$ cat src/rtl/cache_purge_seq.sv
module cache_purge_seq #(
  parameter int SLOTS            = 8,
  parameter int THREADS_PER_CORE = 2,
  parameter int REG_W            = 8,
  parameter int TB_W             = 32,
  parameter int TICKS_PER_MS     = 1000,
  parameter int DEADLINE_MS      = 2,
  localparam int CORES  = SLOTS / THREADS_PER_CORE,
  localparam int CORE_W = (CORES > 1) ? $clog2(CORES) : 1,
  localparam int ADDR_W = CORE_W + 1
) (
  input  logic              clk,
  input  logic              rst_n,
  input  logic              start,
  input  logic [SLOTS-1:0]  slot_en,
  input  logic [TB_W-1:0]   timebase,
  output logic              bus_req,
  output logic              bus_we,
  output logic [ADDR_W-1:0] bus_addr,
  output logic [REG_W-1:0]  bus_wdata,
  output logic [REG_W-1:0]  bus_wmask,
  input  logic              bus_ack,
  input  logic              bus_err,
  input  logic [REG_W-1:0]  bus_rdata,
  output logic              done,
  output logic              error,
  output logic              timeout,
  output logic [CORE_W-1:0] fail_core
);

  localparam int IDX_W = $clog2(SLOTS + 1);
  localparam int TRIG  = 0;
  localparam int BUSY  = 6;
  localparam logic [REG_W-1:0] TRIG_BIT   = REG_W'(1);
  localparam logic [REG_W-1:0] TYPE_MASK  = REG_W'(30);
  localparam logic [REG_W-1:0] FULL_FLUSH = '0;
  localparam logic [TB_W-1:0]  LIMIT      = TB_W'(TICKS_PER_MS * DEADLINE_MS);

  typedef enum logic [3:0] {
    S_IDLE, S_SCAN,
    S_L2_TYPE, S_L2_TRIG, S_L3_TYPE, S_L3_REQ,
    S_L2_POLL, S_L2_CLR, S_L3_POLL
  } st_t;

  st_t               state;
  logic              phase2;
  logic [IDX_W-1:0]  idx;
  logic [SLOTS-1:0]  en_q;
  logic [CORE_W-1:0] cur_core, prev_core;
  logic              prev_ok;
  logic [TB_W-1:0]   t0;
  logic [REG_W-1:0]  wb;

  logic [CORE_W-1:0] slot_core;
  logic              idx_end, slot_on, fresh, rsp, late, sel;
  logic [TB_W-1:0]   elapsed;

  assign slot_core = CORE_W'(idx / IDX_W'(THREADS_PER_CORE));
  assign idx_end   = (idx == IDX_W'(SLOTS));
  assign slot_on   = !idx_end && |(en_q & (SLOTS'(1) << idx));
  assign fresh     = !(prev_ok && slot_core == prev_core);
  assign elapsed   = timebase - t0;
  assign late      = elapsed > LIMIT;
  assign rsp       = bus_req && bus_ack;
  assign sel       = (state == S_L3_TYPE) || (state == S_L3_REQ) || (state == S_L3_POLL);
  assign bus_addr  = {cur_core, sel};

  always_comb begin
    bus_req   = 1'b1;
    bus_we    = 1'b1;
    bus_wdata = '0;
    bus_wmask = '0;
    case (state)
      S_L2_TYPE, S_L3_TYPE: begin bus_wdata = FULL_FLUSH; bus_wmask = TYPE_MASK; end
      S_L2_TRIG, S_L3_REQ:  begin bus_wdata = TRIG_BIT;   bus_wmask = TRIG_BIT;  end
      S_L2_CLR:             begin bus_wdata = wb & ~TRIG_BIT; bus_wmask = '1;    end
      S_L2_POLL, S_L3_POLL: bus_we = 1'b0;
      default: begin bus_req = 1'b0; bus_we = 1'b0; end
    endcase
  end

  always_ff @(posedge clk) begin
    if (!rst_n) begin
      state     <= S_IDLE;
      phase2    <= 1'b0;
      idx       <= '0;
      en_q      <= '0;
      cur_core  <= '0;
      prev_core <= '0;
      prev_ok   <= 1'b0;
      t0        <= '0;
      wb        <= '0;
      done      <= 1'b0;
      error     <= 1'b0;
      timeout   <= 1'b0;
      fail_core <= '0;
    end else begin
      done <= 1'b0;
      case (state)
        S_IDLE: if (start) begin
          en_q      <= slot_en;
          idx       <= '0;
          phase2    <= 1'b0;
          prev_ok   <= 1'b0;
          error     <= 1'b0;
          timeout   <= 1'b0;
          fail_core <= '0;
          state     <= S_SCAN;
        end
        S_SCAN: begin
          if (idx_end) begin
            if (!phase2) begin
              phase2  <= 1'b1;
              idx     <= '0;
              prev_ok <= 1'b0;
            end else begin
              done  <= 1'b1;
              state <= S_IDLE;
            end
          end else if (slot_on && fresh) begin
            prev_core <= slot_core;
            prev_ok   <= 1'b1;
            cur_core  <= slot_core;
            t0        <= timebase;
            state     <= phase2 ? S_L2_POLL : S_L2_TYPE;
          end else begin
            idx <= idx + IDX_W'(1);
          end
        end
        default: if (rsp) begin
          if (bus_err) begin
            error     <= 1'b1;
            fail_core <= cur_core;
            done      <= 1'b1;
            state     <= S_IDLE;
          end else begin
            case (state)
              S_L2_TYPE: state <= S_L2_TRIG;
              S_L2_TRIG: state <= S_L3_TYPE;
              S_L3_TYPE: state <= S_L3_REQ;
              S_L3_REQ: begin
                idx   <= idx + IDX_W'(1);
                state <= S_SCAN;
              end
              S_L2_POLL: begin
                if (bus_rdata[BUSY]) begin
                  if (late) begin
                    timeout   <= 1'b1;
                    fail_core <= cur_core;
                    done      <= 1'b1;
                    state     <= S_IDLE;
                  end
                end else begin
                  wb    <= bus_rdata;
                  state <= S_L2_CLR;
                end
              end
              S_L2_CLR: begin
                t0    <= timebase;
                state <= S_L3_POLL;
              end
              S_L3_POLL: begin
                if (bus_rdata[TRIG]) begin
                  if (late) begin
                    timeout   <= 1'b1;
                    fail_core <= cur_core;
                    done      <= 1'b1;
                    state     <= S_IDLE;
                  end
                end else begin
                  idx   <= idx + IDX_W'(1);
                  state <= S_SCAN;
                end
              end
              default: state <= S_IDLE;
            endcase
          end
        end
      endcase
    end
  end


  req_hold_chk: assert property (@(posedge clk) disable iff (!rst_n)
    bus_req && !bus_ack |=> bus_req && $stable(bus_addr) && $stable(bus_we) && $stable(bus_wdata));


  done_pulse_chk: assert property (@(posedge clk) disable iff (!rst_n) done |=> !done);


  err_hold_chk: assert property (@(posedge clk) disable iff (!rst_n) error && !start |=> error);


  read_phase_chk: assert property (@(posedge clk) disable iff (!rst_n) bus_req && !bus_we |-> phase2);


  wb_clear_chk: assert property (@(posedge clk) disable iff (!rst_n)
    bus_req && bus_we && (bus_wmask == '1) |-> !bus_wdata[TRIG]);


  flag_excl_chk: assert property (@(posedge clk) disable iff (!rst_n) !(error && timeout));


  done_idle_chk: assert property (@(posedge clk) disable iff (!rst_n) done |-> !bus_req);

endmodule

$ cat config.mk
export PLATFORM = sky130hd
export DESIGN_NAME = cache_purge_seq
export DESIGN_NICKNAME = d
export VERILOG_FILES = /design/src/rtl/cache_purge_seq.sv
export SDC_FILE = /design/constraint.sdc
export NUM_CORES = 1
export LEC_CHECK = 0
export BUFFER_PORTS_ARGS = -buffer_cell sky130_fd_sc_hd__buf_2
export CAP_MARGIN = 15
export CORE_UTILIZATION = 60
export CTS_BUF_LIST = sky130_fd_sc_hd__clkbuf_4 sky130_fd_sc_hd__clkbuf_8
export DETAILED_ROUTE_END_ITERATION = 7
export HOLD_SLACK_MARGIN = 0.1
export PLACE_DENSITY = 0.83
export SLEW_MARGIN = 20
export SYNTH_ARGS = -nofsm -noshare
export SYNTH_HDL_FRONTEND = slang
export SYNTH_SLANG_ARGS = --single-unit
$ cat constraint.sdc
create_clock -name clk -period 3.55 [get_ports clk]
set_clock_uncertainty 0.05 [all_clocks]
set_input_delay 0.1775 -clock clk [delete_from_list [all_inputs] [get_ports clk]]
set_output_delay 0.1775 -clock clk [all_outputs]
set_load 0.05 [all_outputs]
==> results of run 1 <==
-- how the worst max path moves through the flow --
stage	start	cells after the start	slack, ns	to
4_1_cts	timebase[2]	14	0.04	fail_core[1]
6_report	timebase[2]	13	0.11	fail_core[1]
5_1_grt	timebase[8]	14	-0.11	fail_core[1]
3_3_place_gp	timebase[0]	15	0.21	timeout
2_1_floorplan	state[2]	11	0.12	idx[3]
3_5_place_dp	timebase[0]	14	0.08	fail_core[1]
-- power by group through the flow --
stage,registers [mW],clock network [mW],logic [mW]
after floorplan,0.775,0,0.473
after global placement,0.794,0,0.602
after detailed placement,0.795,0,0.612
after CTS,0.778,0.606,0.658
after global routing,0.786,0.632,0.758
final,0.782,0.596,0.693
-- flip-flops by register name, summed over array words and instances (netlist names) --
signal     cells
error          1
fail_core      2
t0            32
timeout        1
prev_ok        1
done           1
phase2         1
prev_core      2
wb             6
idx            4
state          4
en_q           8
-- layer usage --
metal / wire (um) / share of wire / track usage
met2: 7526 / 0.50 / 0.6119
met5: 0 / 0 / 0
met3: 829 / 0.055 / 0.04306
met1: 6043 / 0.40 / 0.3802
met4: 594 / 0.040 / 0.1742
-- worst max-delay path, cell delays in order --
cell	delay (ns)
sky130_fd_sc_hd__dlygate4sd3_1	0.58
sky130_fd_sc_hd__buf_2	0.14
sky130_fd_sc_hd__ha_1	0.39
sky130_fd_sc_hd__a211oi_2	0.12
sky130_fd_sc_hd__o21ai_1	0.24
sky130_fd_sc_hd__nand4b_1	0.18
sky130_fd_sc_hd__a31oi_2	0.34
sky130_fd_sc_hd__a32oi_1	0.15
sky130_fd_sc_hd__a41o_1	0.23
sky130_fd_sc_hd__a2111oi_2	0.44
sky130_fd_sc_hd__nand4_1	0.22
sky130_fd_sc_hd__o21ai_2	0.22
sky130_fd_sc_hd__mux2i_1	0.22
-- through the flow --
| step | TNS (ns) | cell area (um^2) | utilization | cells | total power, mW |
|---|---|---|---|---|---|
| after global routing | -0.4177 | 6364 | 0.7630 | 954 | 2.176 |
| after floorplan | 0 | 5224 | - | 738 | 1.247 |
| final | 0 | 6364 | 0.7630 | 954 | 2.071 |
| after global placement | 0 | 5639 | 0.6761 | 889 | 1.396 |
| after CTS | 0 | 6297 | 0.7550 | 953 | 2.042 |
| after detailed placement | 0 | 5639 | 0.6761 | 889 | 1.407 |
-- Yosys cell counts, types with 3 or more instances --
| cell type | count |
|---|---|
| sky130_fd_sc_hd__a21oi_1 | 93 |
| sky130_fd_sc_hd__a31oi_1 | 12 |
| sky130_fd_sc_hd__nor3_1 | 15 |
| sky130_fd_sc_hd__nand2_1 | 136 |
| sky130_fd_sc_hd__a222oi_1 | 3 |
| sky130_fd_sc_hd__a41oi_1 | 3 |
| sky130_fd_sc_hd__nor4_1 | 7 |
| sky130_fd_sc_hd__a21o_1 | 19 |
| sky130_fd_sc_hd__ha_1 | 37 |
| sky130_fd_sc_hd__o211ai_1 | 10 |
| sky130_fd_sc_hd__o21bai_1 | 5 |
| sky130_fd_sc_hd__or3_1 | 3 |
| sky130_fd_sc_hd__and2_1 | 11 |
| sky130_fd_sc_hd__mux2_2 | 4 |
| sky130_fd_sc_hd__xnor2_1 | 15 |
| sky130_fd_sc_hd__buf_2 | 6 |
| sky130_fd_sc_hd__nand3_1 | 22 |
| sky130_fd_sc_hd__and3_1 | 8 |
| sky130_fd_sc_hd__buf_4 | 8 |
| sky130_fd_sc_hd__a211oi_1 | 4 |
| sky130_fd_sc_hd__nor2b_1 | 3 |
| sky130_fd_sc_hd__o21ai_0 | 23 |
| sky130_fd_sc_hd__o22ai_1 | 4 |
| sky130_fd_sc_hd__nor2_1 | 47 |
| sky130_fd_sc_hd__dfxtp_1 | 63 |
| sky130_fd_sc_hd__nand2b_1 | 6 |
| sky130_fd_sc_hd__nand3b_1 | 3 |
| sky130_fd_sc_hd__nor3b_1 | 5 |
| sky130_fd_sc_hd__mux2i_1 | 14 |
| sky130_fd_sc_hd__inv_1 | 44 |
| sky130_fd_sc_hd__clkbuf_1 | 32 |
| sky130_fd_sc_hd__nand4_1 | 12 |
| sky130_fd_sc_hd__o21a_1 | 7 |
-- area by class of cell --
cell class | count | share of cell area
diodes | 1 | 0.0003932
clock buffers | 9 | 0.01947
clock inverters | 7 | 0.008455
inverters | 45 | 0.02654
multi-input cells | 578 | 0.5653
flip-flops and latches | 63 | 0.1984
well taps | 105 | 0.02064
repair buffers | 146 | 0.1608
-- cell families (layout without fill, tap and decap cells) --
kind of cell	after synthesis	after routing	synth area share
muxes	18	18	0.03545
buffers and inverters	97	207	0.08264
DFF	63	63	0.2414
and+or+nand+nor	292	292	0.2618
xor gates and xnor gates	17	17	0.02850
adders and majority gates	38	38	0.09245
AOI/OAI and AO/OA	212	212	0.2570
other	1	2	0.0007179
-- timing repair --
action | in CTS | in global routing
hold buffers | 48 | 0
endpoints found under the setup margin | 0 | 9
endpoints found under the hold margin | 49 | 0
setup buffers | 0 | 0
resized for setup | 0 | 20
==> impl_metrics.yaml, run 1 <==
yosys:
  synth.top_cell.area_share: 0.2414
  syn_inst: 738
  yosysSeqAreaShare: 0.2414
  synth_cell_types: 76
  synthArstFlopShare: 0
  synth.cell_area_um2: 5224
  flip_flop_and_latch_count_after_synthesis: 63
  synth_largest_area_cell: "sky130_fd_sc_hd__dfxtp_1"
  synth_flop_cell: "sky130_fd_sc_hd__dfxtp_1"
  number_of_flops_mapped_to_enable_cells_by_yosys: 0
  postSynthAreaPerCell_um2: 7.078
  ys_top_cells_by_area: "sky130_fd_sc_hd__dfxtp_1 24%, sky130_fd_sc_hd__nand2_1 9.8%, sky130_fd_sc_hd__a21oi_1 8.9%, sky130_fd_sc_hd__ha_1 8.9%, sky130_fd_sc_hd__nor2_1 3.4%"
  postSynthNetCount: 829
  ys.warnings.count: 0
worst_hold_path:
  worst_hold_startpoint: "bus_err"
  holdPathEnd: "error"
  timing.hold.worst.class: "in2reg"
  whs_path_depth: 3
sta:
  post-route-period-util: 0.9681
  timing.slew.headroom: 0.2894
  timing.final.setup_violations: 0
  final-hold-violation-count: 0
  fmaxAchievable_mhz: 291.0
  tightestPinTransition_ns: 1.056
  fin_worst_hold_slack_ns: 0.1495
  slew_violations: 0
  layout_min_cycle_time_ns: 3.437
  post-route-worst-setup-slack_ns: 0.1131
  grt_setup_unrepaired: "yes"
floorplanning:
  placement_rows: 33
  die_h_um: 95.31
  core_area_um2: 8341
  die_width_um: 95.31
  ioPinCount: 79
  initial_core_util: 0.6263
  floorplan.die_area_um2: 9083
worst_setup_path:
  r2r_slack_ns: 0.18
  timing.rr.start: "idx[0]"
  worst-r2r-cell-count: 11
  cp-end-kind: "flip-flop"
  crit_path_start_kind: "input pin"
  setup.worst_path.class: "in2reg"
  path_max_fanout: 7
  worst_ep_arrival_time_ns: 3.66
  r2r_end: "idx[3]"
  worst_ep_required_time_ns: 3.78
clock_tree:
  worst_path_clk_slew_ns: 0.08
  clkLatencyLatePin_ns: 0.35
  ctsRootBufferMaster: "sky130_fd_sc_hd__clkbuf_8"
  maximum_clock_insertion_buffer_count: 2
  cts_inserted_buffers: 9
  clock_sinks: 63
  cts_max_level: 3
  cts_tree: "done"
pwr:
  pwr-share-clk: 0.288
  comb_power_share: 0.335
  power_leakage_nw: 2.521
  cellInternalPower_mw: 1.277
  netSwitchingFraction: 0.3836
  p_seq_frac: 0.378
  net-switching-power_uw: 794.5
  power.ir.vdd_worst_uv: 208.2
  power.density_nw_per_um2: 325.5
global_route:
  grt_max_degree: 39
  grt_pass1_vias: 5400
  grt_util_all_layers: 0.3364
  grt_overflow: 0
  antenna_found_initial: 1
  grt_pass1_wl_um: 24190
placement:
  pre_cts_ws_ns: 0.08244
  gp_routability_congestion: 0.9803
  numPortBuffers: 77
  dp_hpwl_um: 10270
run:
  cap_violations: 0
route:
  drt.antenna.violating_nets: 0
  detail_route.drc_violations: 0
  initialDrtViolationCount: 390
  drt_pass1_iterations: 5
  vias_per_cell: 6.020
  wirelength_um: 14990
  vias: 5743
  routed_wire_length_per_instance_um: 15.72
cells_and_area:
  multiInputGateArea_um2: 3597
  seq_area_um2: 1262
  layout-drive-gt1-share: 0.1698
  nets: 934
  layout_commonest_cell: "sky130_fd_sc_hd__nand2_1"
  fill_cells: 631
  most-common-layout-cells: "136 x sky130_fd_sc_hd__nand2_1, 89 x sky130_fd_sc_hd__a21oi_1, 77 x sky130_fd_sc_hd__buf_2"
  area.growth.synth_to_final_pct: 21.82
status:
  outcome: "completed"
Power figures use the tool's default switching activity.
==> inputs of run 2 (changes only) <==
PLACE_DENSITY = 0.86   (was 0.83)
==> impl_metrics.yaml, run 2 (synthesized netlist as in run 1, its figures left out) <==
route:
  vias_per_cell: 6.060
  vias: 5775
  drt.antenna.violating_nets: 0
  initialDrtViolationCount: 489
  detail_route.drc_violations: 0
  routed_wire_length_per_instance_um: 15.90
  drt_pass1_iterations: 5
  wirelength_um: 15160
global_route:
  grt_util_all_layers: 0.3366
  grt_overflow: 0
  grt_pass1_vias: 5423
  grt_pass1_wl_um: 24120
  grt_max_degree: 39
  antenna_found_initial: 0
worst_setup_path:
  timing.rr.start: "t0[0]"
  family_with_the_most_delay_on_the_worst_path: "compound AO/OA/AOI/OAI gates"
  worstSetupEndpoint: "state[3]"
  worst_ep_required_time_ns: 3.81
  critical_path.slowest_cell: "sky130_fd_sc_hd__dlygate4sd3_1"
  r2r_end: "state[3]"
  path_max_fanout: 10
  cp-end-kind: "flip-flop"
  worst_ep_arrival_time_ns: 3.64
  crit_path_max_incr_delay_ns: 0.54
  worst-r2r-cell-count: 14
  path_depth: 14
  crit_path_start_kind: "input pin"
  worst_setup_path_start: "timebase[14]"
  r2r_slack_ns: 0.18
  setup.worst_path.class: "in2reg"
  path_cells: "dlygate4sd3_1 > buf_2 > ha_1 > nand4_1 > nor3_1 > nor3_1 > a21oi_2 > and2_1 > o211ai_1 > a2111oi_2 > nand4_1 > buf_4 > o22ai_1 > a31o_2"
  critical_path.n_buffers_inverters: 3
clock_tree:
  clkLatencyLatePin_ns: 0.36
  cts_max_level: 3
  ctsRootBufferMaster: "sky130_fd_sc_hd__clkbuf_8"
  worst_path_clk_slew_ns: 0.08
  cts_tree: "done"
  cts_inserted_buffers: 9
  maximum_clock_insertion_buffer_count: 2
  clock_sinks: 63
floorplanning:
  ioPinCount: 79
  placement_rows: 33
  die_width_um: 95.31
  die_h_um: 95.31
  initial_core_util: 0.6263
  core_area_um2: 8341
  floorplan.die_area_um2: 9083
cells_and_area:
  nets: 934
  largest_reg_flops: 32
  fill_cells: 625
  area.growth.synth_to_final_pct: 21.77
  biggest_register: "t0"
  stdcell_count: 953
  biggestRegsByFlops: "t0 (32), en_q (8), wb (6)"
  layout-drive-gt1-share: 0.1675
  most-common-layout-cells: "136 x sky130_fd_sc_hd__nand2_1, 91 x sky130_fd_sc_hd__a21oi_1, 77 x sky130_fd_sc_hd__buf_2"
  layout_commonest_cell: "sky130_fd_sc_hd__nand2_1"
  diodes: 0
sta:
  final-hold-violation-count: 0
  tightestPinTransition_ns: 0.9200
  finalSetupTns_ns: 0
  layout_min_cycle_time_ns: 3.382
  timing.slew.headroom: 0.3810
  fmaxAchievable_mhz: 295.7
  post-route-period-util: 0.9525
  timing.final.setup_violations: 0
  slew_violations: 0
pwr:
  power_leakage_nw: 2.531
  power.ir.vdd_worst_uv: 211.5
  power.density_nw_per_um2: 326.2
  post-layout-total-power_mw: 2.075
run:
  cap_violations: 0
placement:
  dp_hpwl_um: 10640
  post-place-cells: 887
  gp_routability_congestion: 0.9611
  numPortBuffers: 77
worst_hold_path:
  timing.hold.worst.class: "in2reg"
  worst_hold_startpoint: "bus_err"
status:
  outcome: "completed"
run 2: report_power, final:
group	total, mW	switching (mW)	internal, mW
clock	0.588	0.334	0.254
sequential	0.786	0.0427	0.743
combinational	0.701	0.423	0.279
total	2.08	0.799	1.28
run 2: how the worst min path moves through the flow:
stage | depth (start not counted) | endpoint | slack, ns
global route | 3 | error | 0.15
CTS | 3 | error | 0.10
detailed placement | 3 | wb[1] | 0.37
global placement | 3 | wb[1] | 0.36
floorplan | 2 | en_q[0] | 0.26
finish | 3 | error | 0.12
run 2: tightest hold or removal path: cells and delay by family:
family / cells / cell delay [ns]
simple gates: 1 / 0.10
compound gates: 1 / 0.06
buf+inv: 1 / 0.15
run 2: timing repair:
| action | 4_1_cts | 5_1_grt |
|---|---|---|
| gates resized for setup | 0 | 17 |
| hold buffers | 48 | 0 |
| hold endpoints to repair | 49 | 0 |
| setup endpoints to repair | 0 | 11 |
| buffers inserted | 0 | 2 |
run 2: cell type report:
type                       instances  area (um^2)  share of cell area
multi-input combinational        578         3600              0.5659
tap                              105        131.4             0.02065
inverter                          45        168.9             0.02655
timing repair buffer             146         1023              0.1609
sequential                        63         1265              0.1989
clock buffer                       9        123.9             0.01947
clock inverter                     7        48.80            0.007671
run 2: per-layer routing:
metal / wire (um) / track usage / vias up
met3: 997 / 0.07018 / 57
met5: 0 / 0 / -
met4: 488 / 0.1540 / 0
met2: 7316 / 0.5732 / 274
met1: 6353 / 0.4034 / 2614
li1: - / - / 2830
run 2: metrics by stage:
step / hold WS [ns] / util / area, um^2 / setup slack [ns]
3_3_place_gp: 0.3623 / 0.6743 / 5624 / 0.1486
3_5_place_dp: 0.3716 / 0.6743 / 5624 / -0.001522
4_1_cts: 0.1033 / 0.7526 / 6277 / 0.02368
6_report: 0.1231 / 0.7627 / 6361 / 0.1685
5_1_grt: 0.1503 / 0.7627 / 6361 / -0.008250
2_1_floorplan: 0.2608 / - / 5224 / 0.1200
==> inputs of run 3 (changes only) <==
GPL_ROUTABILITY_DRIVEN = 0   (was default)
PLACE_DENSITY = 0.92   (was 0.86)
==> impl_metrics.yaml, run 3 (synthesized netlist as in run 1, its figures left out) <==
sta:
  timing.final.setup_violations: 0
  tightestPinTransition_ns: 0.9906
  post-route-period-util: 0.9868
  final-hold-violation-count: 0
  slew_violations: 0
  timing.slew.headroom: 0.3335
  layout_min_cycle_time_ns: 3.503
  fmaxAchievable_mhz: 285.4
cells_and_area:
  finish.utilization: 0.7624
  most-common-layout-cells: "136 x sky130_fd_sc_hd__nand2_1, 91 x sky130_fd_sc_hd__a21oi_1, 77 x sky130_fd_sc_hd__buf_2"
  multiInputGateArea_um2: 3612
  area.growth.synth_to_final_pct: 21.72
  biggestRegsByFlops: "t0 (32), en_q (8), wb (6)"
  biggest_register: "t0"
  largest_reg_flops: 32
  seq_area_um2: 1264
  nets: 928
  layout_commonest_cell: "sky130_fd_sc_hd__nand2_1"
  layout-drive-gt1-share: 0.1603
  fill_cells: 565
  diodes: 0
pwr:
  post-layout-total-power_mw: 2.157
  cellInternalPower_mw: 1.369
  p_seq_frac: 0.364
  pwr-share-clk: 0.309
  power.ir.vdd_worst_uv: 220.2
  comb_power_share: 0.327
  power_leakage_nw: 2.515
  power.density_nw_per_um2: 339.2
  netSwitchingFraction: 0.3655
  net-switching-power_uw: 788.4
floorplanning:
  die_width_um: 95.31
  core_area_um2: 8341
  floorplan.die_area_um2: 9083
  placement_rows: 33
  die_h_um: 95.31
  ioPinCount: 79
  initial_core_util: 0.6263
worst_setup_path:
  crit_path_start_kind: "input pin"
  path_max_fanout: 7
  crit_path_max_incr_delay_ns: 0.52
  cp-end-kind: "flip-flop"
  r2r_end: "state[3]"
  worst_ep_required_time_ns: 3.81
  r2r_slack_ns: 0.09
  worst_ep_arrival_time_ns: 3.76
  worst-r2r-cell-count: 14
  setup.worst_path.class: "in2reg"
  critical_path.slowest_cell: "sky130_fd_sc_hd__dlygate4sd3_1"
  timing.rr.start: "t0[0]"
  path_cells: "dlygate4sd3_1 > buf_2 > ha_1 > o211ai_1 > o21ai_1 > nand4b_1 > a31oi_4 > a32oi_1 > a41o_1 > a2111oi_4 > nand4_1 > buf_4 > o22ai_1 > a31o_2"
clock_tree:
  clkLatencyLatePin_ns: 0.35
  cts_tree: "done"
  clock_sinks: 63
  cts_inserted_buffers: 9
  ctsRootBufferMaster: "sky130_fd_sc_hd__clkbuf_8"
  worst_path_clk_slew_ns: 0.08
  cts_max_level: 3
  maximum_clock_insertion_buffer_count: 2
route:
  vias: 6106
  drt_pass1_iterations: 6
  drt.antenna.violating_nets: 0
  wirelength_um: 15780
  vias_per_cell: 6.448
  detail_route.drc_violations: 0
  routed_wire_length_per_instance_um: 16.66
  initialDrtViolationCount: 864
placement:
  dp_hpwl_um: 10350
  numPortBuffers: 77
global_route:
  grt_pass1_wl_um: 24520
  grt_util_all_layers: 0.3413
  grt_overflow: 0
  antenna_found_initial: 0
  grt_max_degree: 45
  grt_pass1_vias: 5502
worst_hold_path:
  whs_path_depth: 3
  timing.hold.worst.class: "in2reg"
  worst_hold_startpoint: "bus_rdata[6]"
  holdPathEnd: "state[1]"
run:
  cap_violations: 0
status:
  outcome: "completed"
==> run 3: changes by cell type in the layout (fill, tap and decap cells not counted), moves of 2 or more <==
cell / before / now
sky130_fd_sc_hd__ha_2: 3 / 1
sky130_fd_sc_hd__o21ai_1: 0 / 3
sky130_fd_sc_hd__buf_4: 21 / 14
sky130_fd_sc_hd__ha_1: 34 / 36
sky130_fd_sc_hd__dfxtp_2: 0 / 2
sky130_fd_sc_hd__o21ai_0: 22 / 20
sky130_fd_sc_hd__clkinv_4: 2 / 0
==> run 3: metal layers <==
metal  routed length [um]  track usage  vias to the layer above
li1                     -            -                     2821
met1                 6139       0.4139                     2791
met2                 7406       0.5679                      406
met3                 1559      0.07974                       88
met4                  672       0.1591                        0
met5                    0            0                        -
==> run 3: stage by stage <==
stage	instances	TNS, ns	hold slack, ns	area (um^2)	setup slack, ns
final	947	0	0.2442	6359	0.04673
after global routing	947	-0.1190	0.2431	6359	-0.05367
after CTS	945	0	0.2229	6269	0.04769
after detailed placement	880	0	0.3763	5572	0.02120
after global placement	880	0	0.3625	5572	0.1794
after floorplan	738	0	0.2608	5224	0.1200
==> run 3: power groups by stage <==
| stage | combinational [mW] | sequential (mW) | clock (mW) |
|---|---|---|---|
| 5_1_grt | 0.765 | 0.792 | 0.705 |
| 3_3_place_gp | 0.580 | 0.796 | 0 |
| 2_1_floorplan | 0.473 | 0.775 | 0 |
| 4_1_cts | 0.654 | 0.783 | 0.668 |
| 6_report | 0.705 | 0.786 | 0.666 |
| 3_5_place_dp | 0.606 | 0.799 | 0 |
==> run 3: how the worst max path moves through the flow <==
stage	from	end	slack (ns)
3_3_place_gp	timebase[0]	timeout	0.18
6_report	timebase[3]	state[3]	0.05
4_1_cts	timebase[3]	timeout	0.05
3_5_place_dp	timebase[0]	timeout	0.02
2_1_floorplan	state[2]	idx[3]	0.12
5_1_grt	timebase[17]	timeout	-0.05
==> run 3: layout make-up <==
| cell class | count | area share |
|---|---|---|
| Sequential cell | 63 | 0.1987 |
| Multi-Input combinational cell | 578 | 0.5681 |
| Tap cell | 105 | 0.02066 |
| Inverter | 45 | 0.02656 |
| Timing Repair Buffer | 140 | 0.1543 |
| Clock inverter | 5 | 0.008855 |
| Clock buffer | 11 | 0.02283 |
==> run 3: timing repair <==
action | in CTS | in global routing
resized for setup | 2 | 17
setup endpoints to repair | 6 | 10
hold buffers | 49 | 0
pin swaps | 0 | 5
setup buffers | 0 | 2
endpoints found under the hold margin | 50 | 0
==> run 3: critical path: cells and delay by family <==
family / cells / cell delay, ns
AOI/OAI and AO/OA: 8 / 1.94
buffers and inverters: 3 / 0.83
and+or+nand+nor: 2 / 0.40
adders and majority gates: 1 / 0.40
